--- src/rtl/axi_wb_pkg.sv ---
package axi_wb_pkg;

  localparam int LEN_W        = 8;
  localparam int SIZE_W       = 3;
  localparam int BURST_W      = 2;
  localparam int RESP_W       = 2;
  localparam int RESP_ERR_BIT = 1;

  typedef enum logic {
    ST_IDLE = 1'b0,
    ST_RUN  = 1'b1
  } wb_state_e;

  typedef struct packed {
    logic [LEN_W-1:0]   len;
    logic [SIZE_W-1:0]  size;
    logic [BURST_W-1:0] burst;
  } burst_ctl_t;

endpackage

--- src/rtl/axi_wb_addr_ch.sv ---
module axi_wb_addr_ch
  import axi_wb_pkg::*;
#(
  parameter int ADDR_W = 32
) (
  input  logic              clk,
  input  logic              rst_n,
  input  logic              start,
  input  logic [ADDR_W-1:0] cmd_addr,
  input  burst_ctl_t        cmd_ctl,
  input  logic              aw_ready,
  output logic              aw_valid,
  output logic [ADDR_W-1:0] aw_addr,
  output burst_ctl_t        aw_ctl,
  output logic              aw_sent
);

  logic              valid_q, valid_d;
  logic              sent_q, sent_d;
  logic [ADDR_W-1:0] addr_q;
  burst_ctl_t        ctl_q;
  logic              fire;

  assign fire = valid_q && aw_ready;

  always_comb begin
    valid_d = valid_q;
    sent_d  = sent_q;
    if (start) begin
      valid_d = 1'b1;
      sent_d  = 1'b0;
    end else if (fire) begin
      valid_d = 1'b0;
      sent_d  = 1'b1;
    end
  end

  always_ff @(posedge clk or negedge rst_n) begin
    if (!rst_n) begin
      valid_q <= 1'b0;
      sent_q  <= 1'b0;
    end else begin
      valid_q <= valid_d;
      sent_q  <= sent_d;
    end
  end

  // payload captured only on command acceptance (clock enable = start)
  always_ff @(posedge clk or negedge rst_n) begin
    if (!rst_n) begin
      addr_q <= '0;
      ctl_q  <= '0;
    end else if (start) begin
      addr_q <= cmd_addr;
      ctl_q  <= cmd_ctl;
    end
  end

  assign aw_valid = valid_q;
  assign aw_addr  = addr_q;
  assign aw_ctl   = ctl_q;
  assign aw_sent  = sent_q;

  a_r3_aw_prompt: assert property (@(posedge clk) disable iff (!rst_n)
    start |=> aw_valid);

  a_r4_aw_hold: assert property (@(posedge clk) disable iff (!rst_n)
    (aw_valid && !aw_ready) |=> (aw_valid && $stable(aw_addr) && $stable(aw_ctl)));

  a_r4_aw_once: assert property (@(posedge clk) disable iff (!rst_n)
    (aw_valid && aw_ready) |=> !aw_valid);

endmodule

--- src/rtl/axi_wb_data_ch.sv ---
module axi_wb_data_ch
  import axi_wb_pkg::*;
#(
  parameter int DATA_W = 32
) (
  input  logic                clk,
  input  logic                rst_n,
  input  logic                start,
  input  logic [LEN_W-1:0]    cmd_len,
  input  logic                src_valid,
  output logic                src_ready,
  input  logic [DATA_W-1:0]   src_data,
  input  logic [DATA_W/8-1:0] src_strb,
  output logic                w_valid,
  input  logic                w_ready,
  output logic [DATA_W-1:0]   w_data,
  output logic [DATA_W/8-1:0] w_strb,
  output logic                w_last,
  output logic                w_sent
);

  localparam int STRB_W = DATA_W / 8;
  localparam int CNT_W  = LEN_W + 1;

  logic [CNT_W-1:0]  left_q, left_d;
  logic              valid_q, valid_d;
  logic              last_q, last_d;
  logic              sent_q, sent_d;
  logic [DATA_W-1:0] data_q;
  logic [STRB_W-1:0] strb_q;
  logic              load, fire;

  assign fire      = valid_q && w_ready;
  assign src_ready = (left_q != '0) && (!valid_q || w_ready);
  assign load      = src_valid && src_ready;

  always_comb begin
    left_d  = left_q;
    valid_d = valid_q;
    last_d  = last_q;
    sent_d  = sent_q;
    if (start) begin
      left_d = {1'b0, cmd_len} + CNT_W'(1);
      sent_d = 1'b0;
    end else begin
      if (load) begin
        left_d  = left_q - CNT_W'(1);
        valid_d = 1'b1;
        last_d  = (left_q == CNT_W'(1));
      end else if (fire) begin
        valid_d = 1'b0;
      end
      if (fire && last_q) begin
        sent_d = 1'b1;
      end
    end
  end

  always_ff @(posedge clk or negedge rst_n) begin
    if (!rst_n) begin
      left_q  <= '0;
      valid_q <= 1'b0;
      last_q  <= 1'b0;
      sent_q  <= 1'b0;
    end else begin
      left_q  <= left_d;
      valid_q <= valid_d;
      last_q  <= last_d;
      sent_q  <= sent_d;
    end
  end

  // beat payload register, enabled by a stream transfer
  always_ff @(posedge clk or negedge rst_n) begin
    if (!rst_n) begin
      data_q <= '0;
      strb_q <= '0;
    end else if (load) begin
      data_q <= src_data;
      strb_q <= src_strb;
    end
  end

  assign w_valid = valid_q;
  assign w_data  = data_q;
  assign w_strb  = strb_q;
  assign w_last  = last_q;
  assign w_sent  = sent_q;

  a_r7_w_hold: assert property (@(posedge clk) disable iff (!rst_n)
    (w_valid && !w_ready) |=>
      (w_valid && $stable(w_data) && $stable(w_strb) && $stable(w_last)));

  a_r6_last_closes: assert property (@(posedge clk) disable iff (!rst_n)
    (w_valid && w_ready && w_last) |=> !w_valid);

  a_r6_last_drained: assert property (@(posedge clk) disable iff (!rst_n)
    (w_valid && w_last) |-> !src_ready);

  a_r10_no_overdraw: assert property (@(posedge clk) disable iff (!rst_n)
    w_sent |-> !src_ready);

endmodule

--- src/rtl/axi_wb_resp_ch.sv ---
module axi_wb_resp_ch
  import axi_wb_pkg::*;
(
  input  logic              clk,
  input  logic              rst_n,
  input  logic              start,
  input  logic              aw_sent,
  input  logic              w_sent,
  input  logic              b_valid,
  input  logic [RESP_W-1:0] b_resp,
  output logic              b_ready,
  output logic              finish,
  output logic              done,
  output logic [RESP_W-1:0] done_resp,
  output logic              done_err
);

  logic              wait_q, wait_d;
  logic              done_q;
  logic [RESP_W-1:0] resp_q;

  assign b_ready = wait_q && aw_sent && w_sent;
  assign finish  = b_valid && b_ready;

  always_comb begin
    wait_d = wait_q;
    if (start) begin
      wait_d = 1'b1;
    end else if (finish) begin
      wait_d = 1'b0;
    end
  end

  always_ff @(posedge clk or negedge rst_n) begin
    if (!rst_n) begin
      wait_q <= 1'b0;
      done_q <= 1'b0;
    end else begin
      wait_q <= wait_d;
      done_q <= finish;
    end
  end

  always_ff @(posedge clk or negedge rst_n) begin
    if (!rst_n) begin
      resp_q <= '0;
    end else if (finish) begin
      resp_q <= b_resp;
    end
  end

  assign done      = done_q;
  assign done_resp = resp_q;
  assign done_err  = resp_q[RESP_ERR_BIT];

  a_r9_done_pulse: assert property (@(posedge clk) disable iff (!rst_n)
    done |=> !done);

  a_r9_done_resp: assert property (@(posedge clk) disable iff (!rst_n)
    finish |=> (done && (done_resp == $past(b_resp))));

  a_r8_bready_hold: assert property (@(posedge clk) disable iff (!rst_n)
    (b_ready && !b_valid) |=> b_ready);

endmodule

--- src/rtl/axi_wburst_master.sv ---
module axi_wburst_master
  import axi_wb_pkg::*;
#(
  parameter int ADDR_W = 32,
  parameter int DATA_W = 32
) (
  input  logic                clk,
  input  logic                rst_n,
  input  logic                cmd_valid,
  output logic                cmd_ready,
  input  logic [ADDR_W-1:0]   cmd_addr,
  input  logic [7:0]          cmd_len,
  input  logic [2:0]          cmd_size,
  input  logic [1:0]          cmd_burst,
  input  logic                src_valid,
  output logic                src_ready,
  input  logic [DATA_W-1:0]   src_data,
  input  logic [DATA_W/8-1:0] src_strb,
  output logic                aw_valid,
  input  logic                aw_ready,
  output logic [ADDR_W-1:0]   aw_addr,
  output logic [7:0]          aw_len,
  output logic [2:0]          aw_size,
  output logic [1:0]          aw_burst,
  output logic                w_valid,
  input  logic                w_ready,
  output logic [DATA_W-1:0]   w_data,
  output logic [DATA_W/8-1:0] w_strb,
  output logic                w_last,
  input  logic                b_valid,
  output logic                b_ready,
  input  logic [1:0]          b_resp,
  output logic                done,
  output logic [1:0]          done_resp,
  output logic                done_err
);

  wb_state_e  state_q, state_d;
  logic       start, finish;
  logic       aw_sent, w_sent;
  burst_ctl_t cmd_ctl, aw_ctl;

  assign cmd_ready = (state_q == ST_IDLE);
  assign start     = cmd_valid && cmd_ready;

  assign cmd_ctl.len   = cmd_len;
  assign cmd_ctl.size  = cmd_size;
  assign cmd_ctl.burst = cmd_burst;

  always_comb begin
    state_d = state_q;
    unique case (state_q)
      ST_IDLE: if (start)  state_d = ST_RUN;
      ST_RUN:  if (finish) state_d = ST_IDLE;
      default: state_d = ST_IDLE;
    endcase
  end

  always_ff @(posedge clk or negedge rst_n) begin
    if (!rst_n) begin
      state_q <= ST_IDLE;
    end else begin
      state_q <= state_d;
    end
  end

  axi_wb_addr_ch #(.ADDR_W(ADDR_W)) u_addr (
    .clk      (clk),
    .rst_n    (rst_n),
    .start    (start),
    .cmd_addr (cmd_addr),
    .cmd_ctl  (cmd_ctl),
    .aw_ready (aw_ready),
    .aw_valid (aw_valid),
    .aw_addr  (aw_addr),
    .aw_ctl   (aw_ctl),
    .aw_sent  (aw_sent)
  );

  assign aw_len   = aw_ctl.len;
  assign aw_size  = aw_ctl.size;
  assign aw_burst = aw_ctl.burst;

  axi_wb_data_ch #(.DATA_W(DATA_W)) u_data (
    .clk       (clk),
    .rst_n     (rst_n),
    .start     (start),
    .cmd_len   (cmd_len),
    .src_valid (src_valid),
    .src_ready (src_ready),
    .src_data  (src_data),
    .src_strb  (src_strb),
    .w_valid   (w_valid),
    .w_ready   (w_ready),
    .w_data    (w_data),
    .w_strb    (w_strb),
    .w_last    (w_last),
    .w_sent    (w_sent)
  );

  axi_wb_resp_ch u_resp (
    .clk       (clk),
    .rst_n     (rst_n),
    .start     (start),
    .aw_sent   (aw_sent),
    .w_sent    (w_sent),
    .b_valid   (b_valid),
    .b_resp    (b_resp),
    .b_ready   (b_ready),
    .finish    (finish),
    .done      (done),
    .done_resp (done_resp),
    .done_err  (done_err)
  );

  a_r2_idle_quiet: assert property (@(posedge clk) disable iff (!rst_n)
    cmd_ready |-> (!aw_valid && !w_valid && !b_ready));

  a_r8_b_after_all: assert property (@(posedge clk) disable iff (!rst_n)
    b_ready |-> (!aw_valid && !w_valid));

endmodule

--- config.mk ---
export PLATFORM = sky130hd
export DESIGN_NAME = axi_wburst_master
export DESIGN_NICKNAME = d
export VERILOG_FILES = /design/src/rtl/axi_wb_pkg.sv /design/src/rtl/axi_wb_addr_ch.sv /design/src/rtl/axi_wb_data_ch.sv /design/src/rtl/axi_wb_resp_ch.sv /design/src/rtl/axi_wburst_master.sv
export SDC_FILE = /design/constraint.sdc
export NUM_CORES = 1
export LEC_CHECK = 0
export BUFFER_PORTS_ARGS = -buffer_cell sky130_fd_sc_hd__clkbuf_2
export CORE_ASPECT_RATIO = 1.75
export CORE_MARGIN = 4
export CORE_UTILIZATION = 49
export CTS_BUF_LIST = sky130_fd_sc_hd__clkbuf_4
export DETAILED_ROUTE_END_ITERATION = 16
export PLACE_DENSITY = 0.87
export SLEW_MARGIN = 20
export SYNTH_ARGS = -nofsm -noshare
export SYNTH_HDL_FRONTEND = slang
export SYNTH_HIERARCHICAL = 1
export SYNTH_SLANG_ARGS = --single-unit
--- constraint.sdc ---
create_clock -name clk -period 2.95 [get_ports clk]
set_input_delay 0.295 -clock clk [delete_from_list [all_inputs] [get_ports clk]]
set_output_delay 0.295 -clock clk [all_outputs]
set_load 0.005 [all_outputs]
---- Word level (Yosys, flattened, before mapping) ----
Cells that the tools add are included.
word-level totals
  register bits ........................... 100
  latch bits .............................. 0
  bits in writable memories ............... 0
  memory bits (read-only) ................. 0
  input port bits ......................... 90
  logic and storage cells ................. 55
  memories kept ........................... 0
operators by class
  $add $sub $neg .......................... 2
  $mul .................................... 0
  div/mod/pow operators ................... 0
  $lt $le $gt $ge ......................... 0
  eq/ne operators ......................... 1
  shift operators ......................... 0
  multiplexer cells ....................... 15
  bitwise operators ....................... 2
  reduce and logical (&&, ||, !) cells .... 19
operator list
  cell                   count
  $mux W9                2
  $mux W1                12
  $reduce_bool A2 Y1     5
  $add A8 B1 Y9 const B  1
  $eq A9 B1 Y1 const B   1
  $logic_and A1 B1 Y1    9
  $reduce_bool A9 Y1     1
  $sub A9 B1 Y9 const B  1
  $reduce_and A2 Y1      2
  $not A1 Y1             2
  $pmux W1 S2            1
  $logic_not A1 Y1       1
  $logic_or A1 B1 Y1     1

---- Logic depth before layout (Yosys ltp) ----
Gate-level depths: netlist (run 1).
  word-level depth ........................ 6
  depth in mapped cells ................... 7
  depth with buffers taken out ............ 6

---- By module ----
The synthesis (run 1) kept the hierarchy.
by module, submodules not included
  module             times used  cells an instance  area each (sq um)  seq. area each (sq um)
  axi_wb_data_ch     1           168                2,178.3            1,201.2
  axi_wb_addr_ch     1           101                1,858.0            1,176.1
  axi_wb_resp_ch     1           12                 166.4              100.1
  axi_wburst_master  1           4                  45.0               25.0

---- Least setup slack after synthesis (run 1) ----
No wires, ideal clock.
  kind .................................... reg-to-reg
  from .................................... reg u_data.left_q[4]
  to ...................................... reg u_data.data_q[10] (netlist: u_data/w_data[10])
  arrival ................................. 2.025 ns
  required time ........................... 2.825 ns
  path slack .............................. 0.800 ns
  stages on the path, launching flop included .. 6
  buffers on the path ..................... 2
  period minus slack after synthesis ...... 2.150 ns
  cells stage by stage .................... dfrtp_1 > or4_1 > buf_2 > o311ai_4 > buf_6 > mux2_2
on the way
  longest elaborated chain between the ends .. 3
ends and longest elaborated chain
  item                      line                  text
  start: declaration        axi_wb_data_ch.sv:25  logic [CNT_W-1:0] left_q, left_d;
  start signal: assignment  axi_wb_data_ch.sv:66  left_q <= left_d;
  $reduce_bool A9 Y1        axi_wb_data_ch.sv:34  assign src_ready = (left_q != '0) && (!valid_q || w_ready);
  $logic_and A1 B1 Y1       axi_wb_data_ch.sv:34
  $logic_and A1 B1 Y1       axi_wb_data_ch.sv:35  assign load = src_valid && src_ready;
  end signal: assignment    axi_wb_data_ch.sv:79  data_q <= src_data;
  end: declaration          axi_wb_data_ch.sv:29  logic [DATA_W-1:0] data_q;
No other way between the ends.
A chain may end at the register's enable or synchronous reset.

---- Final worst setup path (run 1) ----
  from .................................... reg u_data.left_q[4]
  to ...................................... out src_ready
on the way
  longest elaborated chain between the ends .. 2
ends and longest elaborated chain
  item                 line                     text
  $reduce_bool A9 Y1   axi_wb_data_ch.sv:34
  $logic_and A1 B1 Y1  axi_wb_data_ch.sv:34
  end: declaration     axi_wburst_master.sv:16  output logic src_ready,
No other way between the ends.

==> Flow_metrics.wiki, run 1 <==
{| class="wikitable"
! Metric !! Value
|-
| Number of buffers inserted during clock tree synthesis || 9
|-
| Sequential element share of the synthesized area || 0.589
|-
| Die ar. || 10,300 um^2
|-
| Starting Density || 0.508
|-
| Clock power frac || 0.138
|-
| Number of vias per cell || 5.11
|-
| Class of the worst hold path || input port to flip-flop
|-
| Number of endpoints with negative hold slack in the final report || 0
|-
| Post-Place Worst Slack || 0.711 ns
|-
| Placed instance count || 570
|-
| Sequential share of power || 0.475
|-
| Placed cell area || 5250 um^2
|-
| Commonest non-fill, non-tap cells in the layout || clkbuf_2 (179), dfrtp_1 (100), mux2_2 (53)
|-
| Initial antenna violation count || 0
|-
| Synth Flop Type || dfrtp_1
|-
| Top-level I/O count || 181
|-
| Floorplan die width || 78.4 um
|-
| EDFF count, synth || 0
|-
| Status || complete, no violations
|-
| Number of cells on the worst hold path || 2
|-
| Synth warnings || 6
|-
| Pin count of the biggest net entering global routing || 101
|-
| Placer Congestion || 0.830
|-
| Sequential cell area in the final layout || 2500 um^2
|-
| Final HPWL DP || 7.49 mm
|-
| Clock root buffer || clkbuf_4
|-
| Detailed-route wire length per cell || 16.5 um
|-
| Net count reported at finish || 561
|-
| Via total after detailed routing || 2,998
|-
| Clock input transition at the sequential cells of the worst setup and hold paths || 0.16 ns
|-
| Ant diodes || 0
|-
| Top post-synthesis cells by area || dfrtp_1 (59%), mux2_2 (14%), mux2_4 (9.9%)
|-
| Most common library cell in the layout ignoring fill and taps || clkbuf_2
|-
| Power Dens Cells || 882 nW/um^2
|-
| Depth of the most critical reg-to-reg path || 4
|-
| First-pass GRT wire length || 15.6 mm
|-
| Overall die height || 131 um
|-
| Distinct cell type count after synthesis || 46
|-
| Multi-input combinational cell area || 1610 um^2
|-
| Area Growth Syn to Fin || 26.7%
|-
| Worst path arrival time || 2.07 ns
|-
| Post-CTS setup buffers || 0
|-
| Crit path setup slack, layout || 0.585 ns
|-
| Maximum buffer depth of the clock tree || 2
|-
| Overflow left after global routing || 0
|-
| Share of the synthesized area in the top cell type || 0.589
|-
| Share of post-route cells with drive strength above 1 || 0.608
|-
| TritonCTS clock tree || built
|-
| Clock latency on the worst-skew pair || 0.44 ns
|-
| Critical Path Source Type || flip-flop
|-
| Net Count, Synth || 379
|-
| Time the worst path needs with I/O delays and setup || 2.37 ns
|-
| Overall track demand over capacity in global routing || 0.195
|-
| Crit Path Class || flip-flop to output pin
|-
| Rel. slew slack || 0.609
|-
| Net switching component of the power || 1.56 mW
|-
| Crit-path max FO || 7
|-
| Depth of the CTS H-tree || 3
|-
| Syn Std Cell Area || 4250 um^2
|-
| Fmax achieved || 423 MHz
|-
| Worst clock skew || 0.0150 ns
|-
| Post-route standard cell area excluding fillers || 5380 um^2
|-
| Fin. max-slew vios || 0
|-
| Kind of capture point of the worst setup path || output pin
|-
| Number of sinks driven by the clock tree || 100
|-
| # Max-Cap Violations || 0
|-
| Post-route setup TNS || 0 ns
|-
| Number of filler instances in the final layout || 685
|-
| Worst voltage drop across the vdd grid || 0.414 mV
|-
| Static leakage || 2.71 nW
|-
| Share of synthesized flip-flops with an asynchronous set or reset || 1.00
|-
| Combinational cell fraction of total power || 0.387
|-
| Syn avg cell area || 14.9 um^2
|-
| Post-Layout Cell Count || 587
|-
| Required time reported for the critical path endpoint || 2.65 ns
|-
| First-pass iteration count of the detailed router || 4
|-
| Sw Ratio || 0.329
|-
| Int Power || 3.19 mW
|-
| Setup repair after global routing missed its margin || false
|-
| Register bit total from synthesis || 100
|-
| Number of buffers added on ports || 180
|-
| Final WL || 9.67 mm
|-
| Residual antenna-violating net count after detailed routing || 0
|-
| Remaining routing DRC violations || 0
|-
| Via count of the first global-routing pass || 3,211
|-
| Cell accounting for the most synthesized area || dfrtp_1
|-
| Cell count after synthesis || 285
|-
| Slew at the pin closest to its max-slew limit || 0.585 ns
|-
| Final cycle utilization of the critical path || 0.802
|-
| Placeable core area || 8370 um^2
|-
| Core Rows || 44
|-
| Number of violations reported at the end of detailed-routing iteration 0 || 104
|-
| Setup-violating endpoint count in the final report || 0
|}
==> kinds of logic (layout without fill, tap and decap cells) <==
logic type,Yosys count,in the layout,share of synthesized area
DFF,100,100,0.589
muxes,84,84,0.247
and+or+nand+nor,39,39,0.0533
AOI/OAI and AO/OA,33,33,0.0563
buffers and inverters,21,208,0.0342
adders and majority gates,4,4,0.0118
xor gates and xnor gates,4,4,0.00825
==> sequential cells by signal (all words and copies together) (netlist names) <==
register	cells
u_addr/aw_ctl	13
u_addr/aw_addr	32
u_resp/done_resp	2
u_addr/aw_sent	1
state_q	1
u_data/w_strb	4
u_data/w_last	1
u_data/w_sent	1
u_data/w_valid	1
u_resp/wait_q	1
u_addr/aw_valid	1
u_resp/done	1
u_data/w_data	32
u_data/left_q	9
==> power groups by stage <==
stage	Sequential, mW	Clock [mW]	Combinational [mW]
after floorplan	2.28	0	1.07
after global placement	2.25	0	1.80
after detailed placement	2.29	0	1.86
after CTS	2.26	0.692	1.88
after global routing	2.33	0.751	2.00
final	2.26	0.653	1.84
==> metal layers <==
metal	vias to the layer above	wire length [um]	global-route usage
li1	1390	-	-
met1	1492	3390	0.205
met2	99	5510	0.363
met3	17	487	0.0418
met4	0	274	0.0856
met5	-	0	0
==> through the flow <==
step	hold slack [ns]	util	power, mW
floorplan	-0.000591	-	3.35
global placement	0.381	0.627	4.04
detailed placement	0.397	0.627	4.16
CTS	0.0170	0.643	4.83
global route	0.0138	0.643	5.09
finish	0.0652	0.643	4.74
==> synth_stat cells, types with 2 or more instances <==
cell / number
or3_1: 3
nand4b_1: 2
xor2_1: 2
a21o_1: 2
buf_2: 2
nand3_1: 5
o21a_1: 2
inv_1: 7
nor3_1: 3
mux2_4: 28
o21ai_0: 6
dfrtp_1: 100
o41ai_1: 2
buf_6: 8
nor2_1: 10
or4_1: 2
nand4_1: 2
mux2_1: 2
xnor2_1: 2
ha_1: 4
nand2b_1: 2
a21oi_1: 5
mux2_2: 53
clkbuf_1: 2
nand2_1: 2
a31oi_1: 7
==> layout make-up <==
| cell class | count | area share |
|---|---|---|
| Clock buffer | 9 | 0.0126 |
| Clock inverter | 7 | 0.0112 |
| Inverter | 8 | 0.00558 |
| Multi-Input combinational cell | 164 | 0.298 |
| Sequential cell | 100 | 0.465 |
| Tap cell | 115 | 0.0267 |
| Timing Repair Buffer | 184 | 0.181 |
==> final timing paths <==
path | start | endpoint | slack [ns]
worst max-delay path | u_data/left_q[4] | src_ready | 0.58
worst min-delay path | src_data[24] | u_data/w_data[24] | 0.07
worst max register to register | u_data/left_q[4] | u_data/w_data[28] | 0.70
worst min register to register | u_data/w_data[23] | u_data/w_data[23] | 0.52
max in group asynchronous | rst_n | u_data/left_q[5] | 2.11
min in group asynchronous | rst_n | u_data/w_data[27] | 0.44
==> critical path, cell delays in order, from the launching register on <==
cell	delay, ns
dfrtp_1	0.46
or4_1	0.66
nor2_1	0.26
a21boi_0	0.12
clkbuf_2	0.14
==> what timing repair did <==
action                                 in CTS  in global routing
resized for setup                           0                  0
hold buffers                                1                  0
endpoints found under the hold margin     100                  0
No activity file was read; power rests on OpenSTA's default activity.
==> run 2: changes to the inputs <==
- CORE_UTILIZATION: 49 -> 45
- PLACE_DENSITY: 0.87 -> 0.84
- clock period: 2.95 -> 2 ns (I/O delays scaled with it)
==> run 2 against run 1 <==
  * Sequential power grew 50%
  * Clock power increased by 50%
  * Cell area is 24% higher
  * Via count is 20% higher
  * Wire length rose by 41%
  * Clock skew up 0.021 ns
  * Non-clock buffer count up 101
  * The run now ends with negative setup slack left
  * Final cell count up 19%
  * Utilization increased by 8.3 points
  * First-iteration DRC count is 14% higher
==> Flow_metrics.wiki, run 2 (same netlist as run 1, synthesis figures left out) <==
{| class="wikitable"
! Metric !! Value
|-
| Remaining routing DRC violations || 0
|-
| Int Power || 5.18 mW
|-
| Worst path arrival time || 2.42 ns
|-
| Final cycle utilization of the critical path || 1.05
|-
| Via count of the first global-routing pass || 3,755
|-
| Power Dens Cells || 1180 nW/um^2
|-
| Net count reported at finish || 662
|-
| Number of buffers inserted during clock tree synthesis || 9
|-
| Beginning of the worst register-to-register path || u_data/left_q[6]
|-
| Critical path destination || u_data/w_data[10]
|-
| Fmax achieved || 478 MHz
|-
| Overall track demand over capacity in global routing || 0.228
|-
| Kind of capture point of the worst setup path || flip-flop
|-
| Most common library cell in the layout ignoring fill and taps || clkbuf_2
|-
| Setup repair after global routing missed its margin || true
|-
| Post-Layout Cell Count || 697
|-
| Clock input transition at the sequential cells of the worst setup and hold paths || 0.15 ns
|-
| Top-level I/O count || 181
|-
| Reg-to-reg slack, setup || -0.09 ns
|-
| Status || finished, violations left
|-
| Setup-violating endpoint count in the final report || 39
|-
| Net switching component of the power || 2.67 mW
|-
| Placed instance count || 582
|-
| Overflow left after global routing || 0
|-
| Post-route standard cell area excluding fillers || 6650 um^2
|-
| Core Rows || 46
|-
| Number of violations reported at the end of detailed-routing iteration 0 || 119
|-
| Crit path setup slack, layout || -0.0933 ns
|-
| Number of vias per cell || 5.17
|-
| Sw Ratio || 0.340
|-
| Area Growth Syn to Fin || 56.5%
|-
| Placer Congestion || 0.881
|-
| Critical Path Source Type || flip-flop
|-
| Placeable core area || 9150 um^2
|-
| Maximum buffer depth of the clock tree || 2
|-
| Number of sinks driven by the clock tree || 100
|-
| Combinational cell fraction of total power || 0.445
|-
| Initial antenna violation count || 2
|-
| Placed cell area || 5320 um^2
|-
| Depth of the CTS H-tree || 3
|-
| Static leakage || 3.37 nW
|-
| Residual antenna-violating net count after detailed routing || 0
|-
| Slew at the pin closest to its max-slew limit || 0.417 ns
|-
| End of the worst register-to-register path || u_data/w_data[10]
|-
| Share of post-route cells with drive strength above 1 || 0.546
|-
| Fin. max-slew vios || 0
|-
| Crit-path max FO || 6
|-
| Starting Density || 0.464
|-
| Sequential share of power || 0.431
|-
| Overall die height || 137 um
|-
| Time the worst path needs with I/O delays and setup || 2.09 ns
|-
| Worst voltage drop across the vdd grid || 0.645 mV
|-
| Hold path start || b_valid
|-
| Crit path from || u_data/left_q[6]
|-
| Final WL || 13.6 mm
|-
| Required time reported for the critical path endpoint || 2.32 ns
|-
| Detailed-route wire length per cell || 19.6 um
|-
| Clock power frac || 0.125
|-
| Worst clock skew || 0.0363 ns
|-
| Depth of the most critical reg-to-reg path || 6
|-
| Failing checks || negative setup slack
|-
| First-pass GRT wire length || 19.1 mm
|-
| Die ar. || 11,100 um^2
|-
| Number of endpoints with negative hold slack in the final report || 0
|-
| Floorplan die width || 81.4 um
|-
| Rel. slew slack || 0.722
|-
| Number of buffers added on ports || 180
|-
| Clock latency on the worst-skew pair || 0.46 ns
|-
| Via total after detailed routing || 3,602
|-
| # Max-Cap Violations || 0
|-
| Post-route setup TNS || -2.28 ns
|-
| Class of the worst hold path || input port to flip-flop
|-
| Crit Path Class || flip-flop to flip-flop
|-
| First-pass iteration count of the detailed router || 4
|-
| Clock root buffer || clkbuf_4
|-
| Final HPWL DP || 8.12 mm
|-
| Power consumption || 7.85 mW
|-
| TritonCTS clock tree || built
|-
| Pin count of the biggest net entering global routing || 51
|-
| Commonest non-fill, non-tap cells in the layout || clkbuf_2 (179), dfrtp_1 (100), dlygate4sd3_1 (83)
|}
==> run 2: cell types whose count changed in the layout (fill, tap and decap cells not counted), sizes merged <==
cell,previous run,this run
clkbuf,188,192
inv,10,11
clkinv,4,2
clkinvlp,1,2
diode,0,4
buf,4,19
dlygate4sd3,1,83
==> run 2: stage by stage <==
step	hold slack [ns]	setup WS [ns]	util
2_1_floorplan	-0.0956	-0.0740	-
3_3_place_gp	0.137	0.0250	0.581
3_5_place_dp	0.141	-0.0600	0.581
4_1_cts	0.00535	-0.106	0.694
5_1_grt	0.0280	-0.187	0.726
6_report	0.0615	-0.0933	0.727
==> run 2: final cells by class <==
type,count,area (um^2)
Antenna cell,4,10.0
Clock buffer,9,67.6
Clock inverter,7,57.6
Fill cell,593,2500
Inverter,8,30.0
Multi-Input combinational cell,164,1780
Sequential cell,100,2500
Tap cell,120,150
Timing Repair Buffer,285,2050
==> run 2: how the worst min path moves through the flow <==
stage	end	cells past startpoint
floorplan	state_q	0
global placement	u_addr/aw_addr[2]	1
detailed placement	u_addr/aw_addr[0]	1
CTS	u_addr/aw_ctl[10]	2
global route	u_addr/aw_ctl[6]	2
finish	u_resp/wait_q	3
==> run 2: timing repair <==
action	in CTS	in global routing
endpoints found under the setup margin	37	44
setup buffers	5	0
hold endpoints to repair	132	0
hold buffers	83	0
pin swaps	2	1
resized for setup	7	41
gates cloned	1	6
==> run 2: routing by layer <==
metal  routed length [um]  up-vias  global-route usage
met4                  704        0               0.114
met3                  700       52              0.0487
met5                    0        -                   0
li1                     -     1594                   -
met2                 7720      153               0.425
met1                 4510     1803               0.231
==> run 2: critical path: stages (launching register included) <==
cell and delay, ns:
dfrtp_1 0.40, or4_4 0.55, buf_6 0.14, o311ai_4 0.26, buf_6 0.19, buf_12 0.14
mux2_4 0.30
==> run 2: power by group through the flow <==
stage | logic (mW) | clock network (mW) | registers (mW)
after floorplan | 1.61 | 0 | 3.36
after global placement | 2.77 | 0 | 3.29
after detailed placement | 2.89 | 0 | 3.37
after CTS | 3.16 | 1.01 | 3.32
after global routing | 3.72 | 1.10 | 3.46
final | 3.49 | 0.979 | 3.38
==> run 3: changes to the inputs <==
- SETUP_SLACK_MARGIN: default -> 0.5
==> run 3 against run 2 <==
  * The run still ends with negative setup slack left
  * Utilization up 2.4 points
  * Via count up 0.44%
  * Register-to-register slack better by 0.07 ns
  * Critical path type unchanged
  * Non-clock buffer count up 13
  * Combinational power up 10%
  * Fmax up 3.5%
  * Clock skew down 0.011 ns
  * Global-route usage up 1.1 points
  * Worst hold slack worse by 0.018 ns
  * Sequential cell count unchanged
  * Clock-buffer cell count unchanged
==> Flow_metrics.wiki, run 3 (same netlist as run 1, synthesis figures left out) <==
{| class="wikitable"
! Metric !! Value
|-
| Status || finished, violations left
|-
| Failing checks || negative setup slack
|-
| Class of the worst hold path || input port to flip-flop
|-
| Net count reported at finish || 675
|-
| Time the worst path needs with I/O delays and setup || 2.02 ns
|-
| Commonest non-fill, non-tap cells in the layout || clkbuf_2 (179), dfrtp_1 (100), dlygate4sd3_1 (83)
|-
| Worst voltage drop across the vdd grid || 0.654 mV
|-
| Rel. slew slack || 0.659
|-
| Share of post-route cells with drive strength above 1 || 0.577
|-
| Residual antenna-violating net count after detailed routing || 0
|-
| Number of endpoints with negative hold slack in the final report || 0
|-
| Crit-path max FO || 11
|-
| Pin count of the biggest net entering global routing || 68
|-
| Clock latency on the worst-skew pair || 0.46 ns
|-
| Hold path start || w_ready
|-
| Post-Place Worst Slack || -0.0455 ns
|-
| Placer Congestion || 0.879
|-
| Area Growth Syn to Fin || 61.6%
|-
| Power Dens Cells || 1190 nW/um^2
|-
| First-pass iteration count of the detailed router || 4
|-
| Worst clock skew || 0.0257 ns
|-
| Setup-violating endpoint count in the final report || 10
|-
| Number of sinks driven by the clock tree || 100
|-
| Beginning of the worst register-to-register path || u_data/left_q[5]
|-
| Number of buffers added on ports || 180
|-
| Combinational cell fraction of total power || 0.470
|-
| Number of vias per cell || 5.12
|-
| Highest routed metal layer || met4
|-
| Final cycle utilization of the critical path || 1.01
|-
| Required time reported for the critical path endpoint || 2.36 ns
|-
| Depth of the most critical reg-to-reg path || 5
|-
| Setup repair after global routing missed its margin || true
|-
| Fin. max-slew vios || 0
|-
| Kind of capture point of the worst setup path || flip-flop
|-
| Post-route setup TNS || -0.125 ns
|-
| Fmax achieved || 494 MHz
|-
| Power consumption || 8.19 mW
|-
| Number of buffers inserted during clock tree synthesis || 9
|-
| Top-level I/O count || 181
|-
| Destination of the worst hold path || u_data/w_sent
|-
| Via count of the first global-routing pass || 3,823
|-
| Initial antenna violation count || 1
|-
| Met2 routed WL || 7.54 mm
|-
| Clock input transition at the sequential cells of the worst setup and hold paths || 0.17 ns
|-
| First-pass GRT wire length || 19.7 mm
|-
| Int Power || 5.38 mW
|-
| Overflow left after global routing || 0
|-
| Die ar. || 11,100 um^2
|-
| Met3 wirelength from detailed routing || 734 um
|-
| Maximum buffer depth of the clock tree || 2
|-
| Depth of the CTS H-tree || 3
|-
| Via total after detailed routing || 3,618
|-
| Crit path setup slack, layout || -0.0229 ns
|-
| Clock power frac || 0.117
|-
| Slew at the pin closest to its max-slew limit || 0.512 ns
|-
| Worst path arrival time || 2.39 ns
|-
| Worst hold slack across all endpoints || 0.0435 ns
|-
| Remaining routing DRC violations || 0
|-
| Sw Ratio || 0.342
|-
| Number of cells on the worst hold path || 3
|-
| Final HPWL DP || 7.79 mm
|-
| Number of violations reported at the end of detailed-routing iteration 0 || 126
|-
| Net switching component of the power || 2.80 mW
|-
| Detailed-route wire length per cell || 19.2 um
|-
| Overall track demand over capacity in global routing || 0.239
|-
| Sequential share of power || 0.413
|-
| Overall die height || 137 um
|-
| Floorplan die width || 81.4 um
|-
| Clock root buffer || clkbuf_4
|-
| Most common library cell in the layout ignoring fill and taps || clkbuf_2
|-
| TritonCTS clock tree || built
|-
| Static leakage || 3.48 nW
|-
| Reg-to-reg slack, setup || -0.02 ns
|-
| Critical Path Source Type || flip-flop
|-
| Starting Density || 0.464
|-
| Final WL || 13.6 mm
|-
| # Max-Cap Violations || 0
|-
| Number of filler instances in the final layout || 532
|-
| Core Rows || 46
|-
| Met1 wire length || 4.58 mm
|-
| Placeable core area || 9150 um^2
|-
| Crit Path Class || flip-flop to flip-flop
|-
| End of the worst register-to-register path || u_data/w_data[17]
|}
## run 3: changes by cell type in the layout (fill, tap and decap cells not counted), sizes merged
cell / change
diode: -3
clkbuf: -3
clkinv: +3
inv: -1
clkinvlp: -2
buf: +16
## run 3: worst max-delay path by stage
| stage | from | endpoint | slack [ns] | depth (start not counted) |
|---|---|---|---|---|
| global route | u_data/left_q[5] | src_ready | -0.08 | 5 |
| global placement | u_data/left_q[7] | u_data/w_data[23] | 0.01 | 4 |
| floorplan | u_data/left_q[6] | u_data/w_data[10] | -0.07 | 5 |
| finish | u_data/left_q[5] | u_data/w_data[17] | -0.02 | 5 |
| detailed placement | u_data/left_q[6] | u_data/w_data[8] | -0.05 | 4 |
| CTS | u_data/left_q[5] | src_ready | -0.05 | 5 |
## run 3: timing repair
action | CTS | global route
cloned | 4 | 1
hold endpoints to repair | 116 | 0
pin swaps | 9 | 8
buffers inserted | 14 | 5
hold buffers | 83 | 0
endpoints found under the setup margin | 48 | 49
gates resized for setup | 42 | 29
## run 3: cell type report
cell class / instances / area (um^2) / share of cell area
Sequential cell: 100 / 2500 / 0.364
Clock inverter: 7 / 51.3 / 0.00747
Multi-Input combinational cell: 164 / 1870 / 0.273
Tap cell: 120 / 150 / 0.0219
Antenna cell: 1 / 2.50 / 0.000364
Inverter: 8 / 30.0 / 0.00437
Clock buffer: 9 / 67.6 / 0.00984
Timing Repair Buffer: 298 / 2190 / 0.319
## run 3: power groups by stage
stage	Clock, mW	Combinational, mW	Sequential (mW)
after detailed placement	0	2.92	3.36
after global placement	0	2.83	3.29
after CTS	0.997	3.53	3.32
after floorplan	0	1.63	3.37
final	0.958	3.85	3.38
after global routing	1.08	4.12	3.46
## run 3: layer usage
layer	GRT usage	vias up
met1	0.249	1782
li1	-	1621
met2	0.431	160
met4	0.142	0
met5	0	-
met3	0.0435	55
## run 3: worst max-delay path, cell delays in order (launching register included)
cell and delay (ns):
dfrtp_1 0.40, or4_4 0.56, o311ai_4 0.23, buf_6 0.19, clkbuf_16 0.20, mux2_2 0.36
## run 3: stage by stage
step	util	cell area (um^2)	cells
after detailed placement	0.583	5340	583
after CTS	0.728	6670	700
final	0.750	6870	707
after global routing	0.750	6870	707
after global placement	0.583	5340	583
after floorplan	-	4280	285
